File: src/rtl/srom_pkg.sv
package srom_pkg;

  typedef enum logic [1:0] {
    ACC_READ     = 2'd0,
    ACC_WRITE    = 2'd1,
    ACC_KEY_DENY = 2'd2
  } access_e;

  // Contents generator: low bits of (a + 1) * 0x85EBCA6B
  function automatic logic [31:0] rom_word(input logic [31:0] a);
    return (a + 32'd1) * 32'h85EBCA6B;
  endfunction

endpackage

File: src/rtl/srom_store.sv
module srom_store #(
  parameter int AW = 6,
  parameter int DW = 32
) (
  input  logic          clk,
  input  logic          rst,
  input  logic          en,
  input  logic          clr,
  input  logic [AW-1:0] addr,
  output logic [DW-1:0] q
);
  localparam int DEPTH = 1 << AW;

  logic [DW-1:0] mem [DEPTH];

  initial begin : fill_rom
    logic [31:0] w;
    for (int i = 0; i < DEPTH; i++) begin
      w = srom_pkg::rom_word(32'(i));
      mem[i] = w[DW-1:0];
    end
  end

  // Registered read port with synchronous clear (block RAM output register)
  always_ff @(posedge clk) begin
    if (rst) begin
      q <= '0;
    end else if (en) begin
      if (clr) q <= '0;
      else     q <= mem[addr];
    end
  end

endmodule

File: src/rtl/srom_policy.sv
module srom_policy #(
  parameter int                AW           = 6,
  parameter int                IW           = 2,
  parameter logic [AW-1:0]     KEY_ENC_ADDR = AW'(2),
  parameter logic [AW-1:0]     KEY_DEC_ADDR = AW'(3),
  parameter logic [IW-1:0]     KM_ID        = '1
) (
  input  logic              write,
  input  logic [AW-1:0]     addr,
  input  logic [IW-1:0]     id,
  output srom_pkg::access_e kind
);
  logic key_hit;

  always_comb begin
    key_hit = (addr == KEY_ENC_ADDR) || (addr == KEY_DEC_ADDR);
    if (write)                       kind = srom_pkg::ACC_WRITE;
    else if (key_hit && id != KM_ID) kind = srom_pkg::ACC_KEY_DENY;
    else                             kind = srom_pkg::ACC_READ;
  end

endmodule

File: src/rtl/srom_resp.sv
module srom_resp #(
  parameter int IW = 2
) (
  input  logic          clk,
  input  logic          rst,
  input  logic          advance,
  input  logic          accept,
  input  logic          err_in,
  input  logic [IW-1:0] id_in,
  output logic          valid,
  output logic          err,
  output logic [IW-1:0] id
);

  always_ff @(posedge clk) begin
    if (rst) begin
      valid <= 1'b0;
      err   <= 1'b0;
      id    <= '0;
    end else if (advance) begin
      valid <= accept;
      err   <= accept & err_in;
      id    <= accept ? id_in : '0;
    end
  end

endmodule

File: src/rtl/srom_slave.sv
module srom_slave #(
  parameter int            AW           = 6,
  parameter int            DW           = 32,
  parameter int            IW           = 2,
  parameter logic [AW-1:0] KEY_ENC_ADDR = AW'(2),
  parameter logic [AW-1:0] KEY_DEC_ADDR = AW'(3),
  parameter logic [IW-1:0] KM_ID        = '1
) (
  input  logic          clk,
  input  logic          rst,
  input  logic          req_valid,
  output logic          req_ready,
  input  logic          req_write,
  input  logic [AW-1:0] req_addr,
  input  logic [IW-1:0] req_id,
  output logic          rsp_valid,
  input  logic          rsp_ready,
  output logic          rsp_err,
  output logic [IW-1:0] rsp_id,
  output logic [DW-1:0] rsp_data
);
  srom_pkg::access_e kind;
  logic accept;
  logic advance;
  logic grant_read;

  assign advance    = ~rsp_valid | rsp_ready;
  assign req_ready  = advance;
  assign accept     = req_valid & advance;
  assign grant_read = accept & (kind == srom_pkg::ACC_READ);

  srom_policy #(
    .AW(AW), .IW(IW),
    .KEY_ENC_ADDR(KEY_ENC_ADDR), .KEY_DEC_ADDR(KEY_DEC_ADDR), .KM_ID(KM_ID)
  ) u_policy (
    .write (req_write),
    .addr  (req_addr),
    .id    (req_id),
    .kind  (kind)
  );

  srom_store #(.AW(AW), .DW(DW)) u_store (
    .clk  (clk),
    .rst  (rst),
    .en   (advance),
    .clr  (~grant_read),
    .addr (req_addr),
    .q    (rsp_data)
  );

  srom_resp #(.IW(IW)) u_resp (
    .clk     (clk),
    .rst     (rst),
    .advance (advance),
    .accept  (accept),
    .err_in  (kind != srom_pkg::ACC_READ),
    .id_in   (req_id),
    .valid   (rsp_valid),
    .err     (rsp_err),
    .id      (rsp_id)
  );


  idle_data_zero_chk: assert property (@(posedge clk) disable iff (rst)
    !rsp_valid |-> rsp_data == '0);


  err_data_zero_chk: assert property (@(posedge clk) disable iff (rst)
    rsp_err |-> rsp_data == '0);


  write_err_chk: assert property (@(posedge clk) disable iff (rst)
    (req_valid && req_ready && req_write) |=> (rsp_valid && rsp_err));


  key_deny_chk: assert property (@(posedge clk) disable iff (rst)
    (req_valid && req_ready && !req_write && req_id != KM_ID &&
     (req_addr == KEY_ENC_ADDR || req_addr == KEY_DEC_ADDR)) |=> (rsp_valid && rsp_err));


  id_echo_chk: assert property (@(posedge clk) disable iff (rst)
    (req_valid && req_ready) |=> (rsp_valid && rsp_id == $past(req_id)));


  stall_hold_chk: assert property (@(posedge clk) disable iff (rst)
    (rsp_valid && !rsp_ready) |=> (rsp_valid && $stable(rsp_data) && $stable(rsp_err) && $stable(rsp_id)));


  stall_block_chk: assert property (@(posedge clk) disable iff (rst)
    (rsp_valid && !rsp_ready) |-> !req_ready);

endmodule

File: config.mk
export PLATFORM = sky130hd
export DESIGN_NAME = srom_slave
export DESIGN_NICKNAME = d
export VERILOG_FILES = /design/src/rtl/srom_pkg.sv /design/src/rtl/srom_store.sv /design/src/rtl/srom_policy.sv /design/src/rtl/srom_resp.sv /design/src/rtl/srom_slave.sv
export SDC_FILE = /design/constraint.sdc
export NUM_CORES = 1
export LEC_CHECK = 0
export BUFFER_PORTS_ARGS = -buffer_cell sky130_fd_sc_hd__buf_2
export CORE_ASPECT_RATIO = 1.75
export CORE_MARGIN = 8
export CORE_UTILIZATION = 63
export DETAILED_ROUTE_END_ITERATION = 10
export PLACE_DENSITY = 0.85
export SLEW_MARGIN = 40
export SYNTH_ARGS = -nofsm -noshare
export SYNTH_HDL_FRONTEND = slang
export SYNTH_SLANG_ARGS = --single-unit
File: constraint.sdc
create_clock -name clk -period 4.5 [get_ports clk]
set_clock_uncertainty 0.1 [all_clocks]
set_input_delay 0.225 -clock clk [delete_from_list [all_inputs] [get_ports clk]]
set_output_delay 0.225 -clock clk [all_outputs]
set_load 0.02 [all_outputs]
Yosys cells after proc, flatten, opt, wreduce, memory -nomap -nowiden
Memory sizes are Yosys's and may differ from the RTL's.
Cells that the tools add are included.
{"block": "totals", "register_bits": 36, "mem_bits_ro": 2048, "input_bits": 13, "out_inout_bits": 37, "word_cells": 21, "n_memories": 1}
{"block": "classes", "n_eq_ne": 3, "n_mux": 4, "n_bitwise": 5, "n_reduce_logical": 4}
{"memory": "u_store.mem", "words": 64, "width": 32, "rd": 1, "rd_ports_with_merged_regs": 0, "write_ports": 0, "line_no": "srom_store.sv:14", "text": "logic [DW-1:0] mem [DEPTH];"}
{"operator": "2-to-1 mux 32 bit", "count": 1}
{"operator": "equality test 6 x 2 -> 1 bit (second input constant)", "count": 2}
{"operator": "2-to-1 mux 2 bit", "count": 3}
{"operator": "bitwise AND 1 bit", "count": 3}
{"operator": "logical NOT 2 bit", "count": 1}
{"operator": "!= test 2 bit (second input constant)", "count": 1}
{"operator": "nonzero test 2 bit", "count": 1}
{"operator": "logical AND 1 bit", "count": 1}
{"operator": "logical OR 1 bit", "count": 1}
{"operator": "NOT 1 bit", "count": 1}
{"operator": "OR 1 bit", "count": 1}

Depth between registers and ports, before layout
Gate-level depths: netlist (run 1).
{"block": "logic_depth", "depth_word": 8, "ltp_mapped": 10, "mapped_depth_nobuf": 7}

Modules after synthesis
Synthesis (run 1) repeated with hierarchy kept, for this count alone.
{"block": "unflattened", "hier_cells": 469, "area_unflattened_um2": 3484.6}
{"module": "srom_store", "instances": 1, "cells_per_inst": 445, "area_each_um2": 3279.4, "seq_area_each_um2": 640.6}
{"module": "srom_resp", "instances": 1, "cells_per_inst": 15, "area_each_um2": 142.6, "seq_area_each_um2": 80.1}
{"module": "srom_slave", "instances": 1, "cells_per_inst": 5, "area_each_um2": 35.0, "seq_area_each_um2": 0.0}
{"module": "srom_policy", "instances": 1, "cells_per_inst": 4, "area_each_um2": 27.5, "seq_area_each_um2": 0.0}

Least setup slack after synthesis (run 1)
No wires, ideal clock.
{"block": "synth_timing", "kind": "input -> register", "start": "input req_addr[0]", "end": "register u_store.q[4]", "setup_ns": 0.117, "arrival_ns": 2.166, "required_time_ns": 4.283, "path_slack_ns": 2.117, "cell_stages": 8, "n_path_buf": 2, "path_cell_list": "clkbuf_1 > clkinv_1 > ha_1 > buf_2 > and2b_1 > a21oi_1 > mux4_2 > a22o_1"}
{"block": "synth_between", "elab_chain_len": 8, "elab_cells_between_ends": 10, "classes_between": "2 x eq/ne; 3 x mux; 1 x bitwise; 3 x reduce/logical; 1 x memory"}
{"item": "from (decl)", "line_no": "srom_slave.sv:14", "text": "input logic [AW-1:0] req_addr,"}
{"item": "equality test 6 x 2 -> 1 bit", "line_no": "srom_policy.sv:16", "text": "key_hit = (addr == KEY_ENC_ADDR) || (addr == KEY_DEC_ADDR);"}
{"item": "logical OR 1 bit", "line_no": "srom_policy.sv:16"}
{"item": "logical AND 1 bit", "line_no": "srom_policy.sv:18", "text": "else if (key_hit && id != KM_ID) kind = srom_pkg::ACC_KEY_DENY;"}
{"item": "2-to-1 mux 2 bit", "line_no": "srom_policy.sv:18"}
{"item": "2-to-1 mux 2 bit", "line_no": "srom_policy.sv:17", "text": "if (write) kind = srom_pkg::ACC_WRITE;"}
{"item": "logical NOT 2 bit", "line_no": "srom_slave.sv:30", "text": "assign grant_read = accept & (kind == srom_pkg::ACC_READ);"}
{"item": "bitwise AND 1 bit", "line_no": "srom_slave.sv:30"}
{"item": "2-to-1 mux 32 bit *", "line_no": "srom_store.sv:29", "text": "if (clr) q <= '0;"}
{"item": "to (signal assigned)", "line_no": "srom_store.sv:30", "text": "else q <= mem[addr];"}
{"item": "to (decl)", "line_no": "srom_store.sv:10", "text": "output logic [DW-1:0] q"}
Mark *: on every way between the ends. The rest lies on a longest branch, timed or not.
A chain may end at the register's enable or synchronous reset.

Worst setup path after layout (run 1)
{"block": "layout_timing", "start": "input req_addr[0]", "end": "register u_store.q[11]"}
The elaborated chain is that of the path after synthesis.

==> results_dict.tcl, run 1 <==
set metrics [dict create \
    synthXorXnorAreaFrac 0.0192 \
    syn_area_um2 3590 \
    cap_violations 0 \
    switching_share 0.374 \
    p_sw_uw 341 \
    vias_per_cell 6.99 \
    grt_usage 0.264 \
    status "finished clean" \
    period_minus_slack_ns 2.83 \
    initial_core_util 0.647 \
    synth_fa_ha_area_frac 0.0454 \
    ys_ff_latch 36 \
    synthFlopType "dfxtp_1" \
    io_buffers 49 \
    nNetsFinal 516 \
    grt_pass1_vias 3551 \
    seq_area_frac_synth 0.201 \
    hold_viol_final 0 \
    leakage_uw 0.00149 \
    synthDominantCellAreaShare 0.201 \
    fin_area_um2 3760 \
    slew_violations 0 \
    setup_viol 0 \
    avgRoutedWirePerCell_um 19.9 \
    max-vdd-ir-drop_mv 0.188 \
    numClockSinks 36 \
    drt_wl_total_um 11300 \
    p_per_area_nw_per_um2 243 \
    worst_slew_pin_slew_ns 0.728 \
    ys_types 63 \
    crit_slowest_cell "ha_1" \
    reg2reg_from "u_resp.valid$_SDFFE_PP0N_" \
    cp-start-kind "input port" \
    max_clock_freq_ghz 0.353 \
    cts_made_buffers 5 \
    muxShareOfSynthArea 0.0694 \
    synth.avg_cell_area_um2 7.44 \
    max_stage_delay_ns 0.54 \
    worst-path-max-fanout 21 \
    setup_tns_ns 0 \
    ys_top_cells_by_count "nand2_1 (54), a21oi_1 (39), dfxtp_1 (36)" \
    cts_root_buf "clkbuf_8" \
    comb_power_share 0.358 \
    ios 50 \
    dr.pass1.iters 6 \
    clk_pin_slew_ns 0.08 \
    utilization 0.679 \
    cp_cell_sequence "buf_2 > clkinv_1 > ha_1 > buf_8 > and2b_1 > a21oi_1 > mux4_2 > nor2_1 > o31ai_1" \
    antenna_left 0 \
    async_flop_share 0 \
    slew_headroom 0.514 \
    clockBufferDepth 2 \
    synth-edff-count 0 \
    crit_path_end_kind "register" \
    critPathRequiredTime_ns 4.56 \
    core_area_um2 5540 \
    crit_buf_inv 3 \
    p_int_uw 571 \
    gp_congestion 1.05 \
    p_seq_frac 0.370 \
    drt_iter0_drc 654 \
    clockPowerShare 0.272 \
    clk_latency_ns 0.30 \
    hold_buffers 0 \
    drc_errors 0 \
    cp.arrival_ns 2.90 \
    cts_setup_buffers 0 \
    rsz0062_at_grt "no" \
    die_h_um 116 \
    whs_ns 0.0886 \
    grt_pass1_wl_um 17800 \
    synth_cells 482 \
    path_delay_family "buffers and inverters" \
    routed-via-count 3963 \
    min_from "req_id[1]" \
    yosys_warnings 0 \
    dp_hpwl_um 7680 \
    hold_class "input port to register" \
    total_power_uw 912 \
    synth_area_leader_cell "dfxtp_1" \
    antennaDiodeCount 0 \
    synthToLayoutAreaGrowth_pct 4.85 \
    dieWidth_um 73.0 \
    rows 36 \
    synth_top_family_by_area "compound AO/OA/AOI/OAI gates" \
    cts.repair.resized 0 \
    yosys.area_share.simple 0.212 \
    ys_top_cells_by_area "dfxtp_1 (20%), nand2_1 (5.7%), a21oi_1 (5.4%), o21ai_0 (4.9%), ha_1 (4.5%)" \
    die-area_um2 8460 \
    syn_nets 508 \
    cts_tree "yes" \
    placed_area_um2 3650 \
    cts_max_level 2 \
    crit_type "input port to register" \
    synth_most_common_cell "nand2_1" \
    startpoint "req_addr[0]" \
    drive_above_1_share 0.161 \
    fin_crit_sh 0.630 \
    synth-compound-area-share 0.353 \
    grt_overflow_total 0 \
    antenna_found_initial 0 \
    grt_max_degree 56 \
]
## logic make-up after synthesis
group                    after synthesis
buffers and inverters                 65
adder cells (fa/ha/maj)               13
AND/OR/NAND/NOR                      160
multiplexers                          17
XOR/XNOR                               7
AO/OA/AOI/OAI                        184
flip-flops                            36
## cell usage in the layout (no fill, tap or decap), types with 6 or more instances in the layout
| cell type | synthesis | final |
|---|---|---|
| nor2_1 | 32 | 32 |
| o221ai_1 | 6 | 6 |
| nor3_1 | 15 | 15 |
| nand2b_1 | 14 | 14 |
| o21ai_0 | 35 | 35 |
| dfxtp_1 | 36 | 36 |
| o21ai_1 | 7 | 7 |
| ha_1 | 13 | 13 |
| o31ai_1 | 6 | 6 |
| mux2i_1 | 8 | 8 |
| a32o_1 | 7 | 7 |
| buf_4 | 13 | 6 |
| nand3_1 | 16 | 16 |
| nand2_1 | 54 | 54 |
| buf_2 | 20 | 49 |
| a21oi_1 | 39 | 39 |
| mux4_2 | 6 | 6 |
| clkbuf_8 | 0 | 6 |
| nor2b_1 | 12 | 12 |
| inv_1 | 7 | 7 |
| a211oi_1 | 12 | 12 |
| o211ai_1 | 14 | 14 |
## power groups by stage
stage	Sequential [uW]	Combinational, uW	Clock, uW
floorplan	361	231	0
global placement	344	308	0
detailed placement	345	312	0
CTS	338	314	246
global route	339	350	262
finish	337	327	248
## worst paths after layout
check | to | slack [ns] | depth (start not counted)
max | u_store.q[11]$_SDFFE_PP0N_ | 1.67 | 9
min reg2reg | u_store.q[23]$_SDFFE_PP0N_ | 0.34 | 2
max reg2reg | u_store.q[28]$_SDFFE_PP0N_ | 2.51 | 5
min | u_resp.id[1]$_SDFFE_PP0N_ | 0.09 | 3
## sequential cells by signal, indices dropped and copies added (netlist names)
signal	count
u_store.q	32
u_resp.err	1
u_resp.valid	1
u_resp.id	2
## tightest hold or removal path: stages
cell,delay [ns]
buf_2,0.10
nand3_1,0.06
a21oi_1,0.06
## through the flow
stage	setup slack [ns]	cells
detailed placement	1.29	558
global placement	1.39	558
CTS	1.58	566
global route	1.54	567
floorplan	2.12	482
finish	1.67	567
## area by class of cell
| cell class | count | area [um^2] |
|---|---|---|
| sequential | 36 | 721 |
| fill | 492 | 1780 |
| clock buffer | 8 | 90.1 |
| multi-input combinational | 381 | 2510 |
| inverter | 10 | 37.5 |
| tap | 76 | 95.1 |
| timing repair buffer | 56 | 305 |
## layer usage
layer / GRT usage / share of wire / vias to the layer above
met2: 0.422 / 0.47 / 318
met5: 0 / 0 / -
met4: 0.121 / 0.034 / 0
li1: - / - / 1812
met3: 0.0477 / 0.10 / 36
met1: 0.332 / 0.39 / 1797
No activity file was read; power rests on OpenSTA's default activity.
==> run 2, diff against run 1 <==
--- a/config.mk
+++ b/config.mk
@@ -8,9 +8,9 @@
 export BUFFER_PORTS_ARGS = -buffer_cell sky130_fd_sc_hd__buf_2
 export CORE_ASPECT_RATIO = 1.75
 export CORE_MARGIN = 8
-export CORE_UTILIZATION = 63
+export CORE_UTILIZATION = 59
 export DETAILED_ROUTE_END_ITERATION = 10
-export PLACE_DENSITY = 0.85
+export PLACE_DENSITY = 0.81
 export SLEW_MARGIN = 40
 export SYNTH_ARGS = -nofsm -noshare
 export SYNTH_HDL_FRONTEND = slang
==> constraint.sdc (replaced) <==
create_clock -name clk -period 2.95 [get_ports clk]
set_clock_uncertainty 0.1 [all_clocks]
set_input_delay 0.1475 -clock clk [delete_from_list [all_inputs] [get_ports clk]]
set_output_delay 0.1475 -clock clk [all_outputs]
set_load 0.02 [all_outputs]
==> run 2 against run 1 <==
  * Via count fell by 0.43%
  * Power grew 61%
  * Count of clock-buffer cells in the layout shrank 2
  * Critical path depth is 1 lower
  * Setup slack lost 0.93 ns
  * Wire length rose by 1.9%
  * Clock power rose by 78%
  * Die area increased by 5.5%
  * Non-clock buffer count is 12 higher
  * Largest cell class unchanged
  * Highest routed layer unchanged
==> results_dict.tcl, run 2 (same netlist as run 1, synthesis figures left out) <==
set metrics [dict create \
    slew_headroom 0.452 \
    clockBufferDepth 2 \
    routed-via-count 3946 \
    hold_viol_final 0 \
    cts_root_buf "clkbuf_8" \
    die-area_um2 8930 \
    drive_above_1_share 0.183 \
    cts_max_level 2 \
    antenna_left 0 \
    clk_pin_slew_ns 0.07 \
    max_clock_freq_ghz 0.452 \
    cts_made_buffers 5 \
    dieWidth_um 74.9 \
    worst_slew_pin_slew_ns 0.822 \
    worst-path-max-fanout 20 \
    dp_hpwl_um 8120 \
    slew_violations 0 \
    largest_reg_flops 32 \
    top_register "u_store.q" \
    core_area_um2 5880 \
    setup_tns_ns 0 \
    initial_core_util 0.610 \
    top_regs "u_store.q (32), u_resp.id (2)" \
    cp.arrival_ns 2.31 \
    grt_pass1_vias 3695 \
    dr.pass1.iters 5 \
    io_buffers 49 \
    crit_path_end_kind "register" \
    hold_class "input port to register" \
    ios 50 \
    final_cell_mix "nand2_1 (54), buf_2 (49), a21oi_1 (39)" \
    grt_max_degree 47 \
    crit_type "input port to register" \
    die_h_um 119 \
    leakage_uw 0.00156 \
    fin_crit_sh 0.750 \
    max-vdd-ir-drop_mv 0.348 \
    whs_ns 0.0123 \
    final_common_cell "nand2_1" \
    avgRoutedWirePerCell_um 19.8 \
    drc_errors 0 \
    cap_violations 0 \
    antennaDiodeCount 0 \
    total_power_uw 1470 \
    setup_viol 0 \
    vias_per_cell 6.79 \
    status "finished clean" \
    critPathRequiredTime_ns 3.04 \
    cts_setup_buffers 0 \
    drt_iter0_drc 647 \
    hold_buffers 0 \
    grt_usage 0.256 \
    rows 37 \
    cts_tree "yes" \
    drt_wl_total_um 11500 \
    period_minus_slack_ns 2.21 \
    cp-start-kind "input port" \
    synthToLayoutAreaGrowth_pct 7.57 \
    numClockSinks 36 \
    gp_congestion 1.01 \
    rsz0062_at_grt "no" \
    grt_pass1_wl_um 18500 \
    clk_latency_ns 0.29 \
    antenna_found_initial 0 \
    cts.repair.resized 0 \
    grt_overflow_total 0 \
    p_per_area_nw_per_um2 380 \
    nNetsFinal 528 \
]
-- run 2: per-layer routing --
layer / share of wire / vias to the layer above / global-route usage
met2: 0.47 / 256 / 0.397
met4: 0.033 / 0 / 0.125
li1: - / 1829 / -
met3: 0.11 / 49 / 0.0580
met1: 0.39 / 1812 / 0.317
met5: 0 / - / 0
-- run 2: through the flow --
step / utilization / area, um^2 / setup slack, ns / std cells
after floorplan: - / 3590 / 0.645 / 482
after global placement: 0.638 / 3750 / 0.580 / 573
after detailed placement: 0.638 / 3750 / 0.506 / 573
after CTS: 0.656 / 3860 / 0.806 / 581
after global routing: 0.656 / 3860 / 0.665 / 581
final: 0.656 / 3860 / 0.738 / 581
-- run 2: critical path, cell delays in order --
cell and delay (ns):
buf_2 0.34, clkinv_1 0.23, ha_1 0.37, buf_4 0.18, nand2b_1 0.29, nand2_1 0.08, mux4_2 0.46, a22o_1 0.20
-- run 2: final timing paths --
path / to / cells after the start / slack (ns) / from
worst max-delay path: u_store.q[4]$_SDFFE_PP0N_ / 8 / 0.74 / req_addr[0]
worst min-delay path: u_resp.id[0]$_SDFFE_PP0N_ / 3 / 0.01 / req_id[0]
worst max register to register: u_store.q[22]$_SDFFE_PP0N_ / 5 / 1.14 / u_resp.valid$_SDFFE_PP0N_
worst min register to register: u_store.q[26]$_SDFFE_PP0N_ / 2 / 0.35 / u_store.q[26]$_SDFFE_PP0N_
-- run 2: area by class of cell --
cell class              instances  area [um^2]
clock inverters                 2         35.0
well taps                      78         97.6
clock buffers                   6         72.6
inverters                      10         37.5
flip-flops and latches         36          721
fillers                       542         2020
multi-input cells             381         2510
repair buffers                 68          388
-- run 2: power by group --
part	internal (uW)	switching (uW)	total (uW)
clock	251	191	442
sequential	505	8.54	514
combinational	184	327	510
total	940	526	1470
==> run 3, diff against run 2 <==
--- a/config.mk
+++ b/config.mk
@@ -5,12 +5,13 @@
 export SDC_FILE = /design/constraint.sdc
 export NUM_CORES = 1
 export LEC_CHECK = 0
+export ABC_AREA = 1
 export BUFFER_PORTS_ARGS = -buffer_cell sky130_fd_sc_hd__buf_2
 export CORE_ASPECT_RATIO = 1.75
 export CORE_MARGIN = 8
-export CORE_UTILIZATION = 59
+export CORE_UTILIZATION = 52
 export DETAILED_ROUTE_END_ITERATION = 10
-export PLACE_DENSITY = 0.81
+export PLACE_DENSITY = 0.76
 export SLEW_MARGIN = 40
 export SYNTH_ARGS = -nofsm -noshare
 export SYNTH_HDL_FRONTEND = slang
==> constraint.sdc (replaced) <==
create_clock -name clk -period 2 [get_ports clk]
set_clock_uncertainty 0.1 [all_clocks]
set_input_delay 0.1 -clock clk [delete_from_list [all_inputs] [get_ports clk]]
set_output_delay 0.1 -clock clk [all_outputs]
set_load 0.02 [all_outputs]
==> run 3 against run 2 <==
  * Area after synthesis down 9.8%
  * Die area up 1.9%
  * Register-to-register slack worse by 0.63 ns
  * Power up 37%
  * Sequential share of layout area up 0.74 points
  * Sequential power up 48%
  * First-iteration DRC count down 42%
  * Combinational power up 39%
  * Setup slack worse by 0.36 ns
  * Critical endpoint is now u_store.q[8]$_SDFFE_PP0N_
  * Largest cell class unchanged
  * Highest routed layer unchanged
==> results_dict.tcl, run 3 <==
set metrics [dict create \
    status "finished clean" \
    crit_slowest_cell "ha_1" \
    synth_area_leader_cell "nand2_1" \
    antenna_left 0 \
    hold_buffers 3 \
    grt_pass1_vias 3756 \
    slew_violations 0 \
    path_delay_family "simple AND/OR/NAND/NOR gates" \
    synth-edff-count 0 \
    total_power_uw 2010 \
    cp_cell_sequence "buf_2 > inv_2 > ha_1 > nand2_1 > inv_1 > nor2_1 > nand2_1 > nand2_1 > nand2_1 > nand2_1 > nor2_1 > nand2_1 > a21oi_1" \
    cp.arrival_ns 1.67 \
    cts_made_buffers 5 \
    hold_class "input port to register" \
    whs_ns 0.145 \
    grt_pass1_wl_um 18400 \
    ys_types 25 \
    die-area_um2 9100 \
    routed-via-count 4011 \
    fin_crit_sh 0.809 \
    clockBufferDepth 2 \
    ys_top_cells_by_count "nand2_1 (256), nand3_1 (66), a21oi_1 (58)" \
    yosys_warnings 0 \
    rsz0062_at_grt "no" \
    nNetsFinal 659 \
    p_per_area_nw_per_um2 542 \
    initial_core_util 0.531 \
    grt_overflow_total 0 \
    io_buffers 49 \
    clk_latency_ns 0.28 \
    synthToLayoutAreaGrowth_pct 14.7 \
    cts_setup_buffers 0 \
    period_minus_slack_ns 1.62 \
    drt_wl_total_um 11500 \
    worst_slew_pin_slew_ns 0.716 \
    grt_max_degree 37 \
    leakage_uw 0.00193 \
    crit_buf_inv 3 \
    cap_violations 0 \
    syn_area_um2 3230 \
    cts_root_buf "clkbuf_8" \
    antennaDiodeCount 0 \
    top_register "u_store.q" \
    critPathRequiredTime_ns 2.05 \
    crit_type "input port to register" \
    switching_share 0.365 \
    synth_most_common_cell "nand2_1" \
    numClockSinks 36 \
    synthFlopType "dfxtp_1" \
    p_seq_frac 0.379 \
    synthDominantCellAreaShare 0.297 \
    synth_cells 583 \
    cts_tree "yes" \
    placed_area_um2 3580 \
    final_cell_mix "nand2_1 (256), nand3_1 (66), a21oi_1 (58)" \
    cp-start-kind "input port" \
    die_h_um 120 \
    dr.pass1.iters 5 \
    clk_pin_slew_ns 0.07 \
    dieWidth_um 75.6 \
    gp_congestion 1.03 \
    slew_headroom 0.522 \
    clockPowerShare 0.268 \
    max-vdd-ir-drop_mv 0.269 \
    syn_nets 609 \
    drt_iter0_drc 376 \
    ys_top_cells_by_area "nand2_1 (30%), dfxtp_1 (22%), nand3_1 (10%), a21oi_1 (9.0%), ha_1 (5.0%)" \
    p_int_uw 1280 \
    drive_above_1_share 0.152 \
    cts_max_level 2 \
    utilization 0.610 \
    final_common_cell "nand2_1" \
    dp_hpwl_um 8810 \
    seq_area_frac_synth 0.223 \
    async_flop_share 0 \
    fin_area_um2 3710 \
    setup_tns_ns 0 \
    worst-path-max-fanout 9 \
    max_clock_freq_ghz 0.618 \
    hold_viol_final 0 \
    comb_power_share 0.353 \
    synth.avg_cell_area_um2 5.55 \
    top_regs "u_store.q (32), u_resp.id (2)" \
    cts.repair.resized 0 \
    setup_viol 0 \
    grt_usage 0.258 \
    ios 50 \
    ys_ff_latch 36 \
    avgRoutedWirePerCell_um 16.1 \
    rows 38 \
    max_stage_delay_ns 0.38 \
    largest_reg_flops 32 \
    antenna_found_initial 0 \
    core_area_um2 6090 \
    drc_errors 0 \
    path_common_cell "nand2_1" \
    p_sw_uw 733 \
    crit_path_end_kind "register" \
    vias_per_cell 5.63 \
]
-- run 3: cell types whose count changed after synthesis, moves of 12 or more --
cell	change
nor2b_1	-12
inv_1	+23
o21ai_0	-15
nand2_1	+202
nand2b_1	-14
a21oi_1	+19
buf_2	-13
nand3_1	+50
a211oi_1	-12
nor3_1	-14
-- run 3: tightest hold or removal path, stage by stage --
cell	delay, ns
buf_2	0.08
inv_1	0.07
nand2_1	0.08
nand2_1	0.04
a21oi_1	0.11
-- run 3: layout make-up --
| cell class | count | area (um^2) |
|---|---|---|
| flip-flops and latches | 36 | 721 |
| fillers | 653 | 2380 |
| well taps | 80 | 100 |
| clock buffers | 7 | 96.3 |
| repair buffers | 74 | 453 |
| inverters | 36 | 135 |
| multi-input cells | 480 | 2200 |
-- run 3: power by group through the flow --
stage                     clock network (uW)  registers [uW]  logic (uW)
after floorplan                            0             815         448
after global placement                     0             777         688
after detailed placement                   0             778         685
after CTS                                554             762         693
after global routing                     580             765         783
final                                    539             762         709
-- run 3: metal layers --
layer,track usage,vias to the layer above,wire (um)
met3,0.0249,51,998
met5,0,-,0
met2,0.406,231,5500
met4,0.166,0,571
li1,-,1972,-
met1,0.319,1757,4430
-- run 3: per-stage QoR --
stage	setup slack, ns	cells
4_1_cts	0.380	713
5_1_grt	0.208	713
3_5_place_dp	0.126	703
3_3_place_gp	0.126	703
2_1_floorplan	0.409	583
6_report	0.382	713
-- run 3: cells by family after synthesis --
| kind of cell | after synthesis | share of synthesized area |
|---|---|---|
| and+or+nand+nor | 373 | 0.480 |
| AOI/OAI and AO/OA | 94 | 0.152 |
| buffers and inverters | 67 | 0.0955 |
| DFF | 36 | 0.223 |
| adders and majority gates | 13 | 0.0503 |
-- run 3: worst paths after layout --
kind | from | cells after the start | to | slack [ns]
setup / recovery | req_addr[0] | 13 | u_store.q[8]$_SDFFE_PP0N_ | 0.38
hold / removal | req_write | 5 | u_resp.err$_SDFFE_PP0N_ | 0.15
setup reg to reg | u_resp.valid$_SDFFE_PP0N_ | 8 | u_store.q[28]$_SDFFE_PP0N_ | 0.51
hold reg to reg | u_store.q[23]$_SDFFE_PP0N_ | 2 | u_store.q[23]$_SDFFE_PP0N_ | 0.36
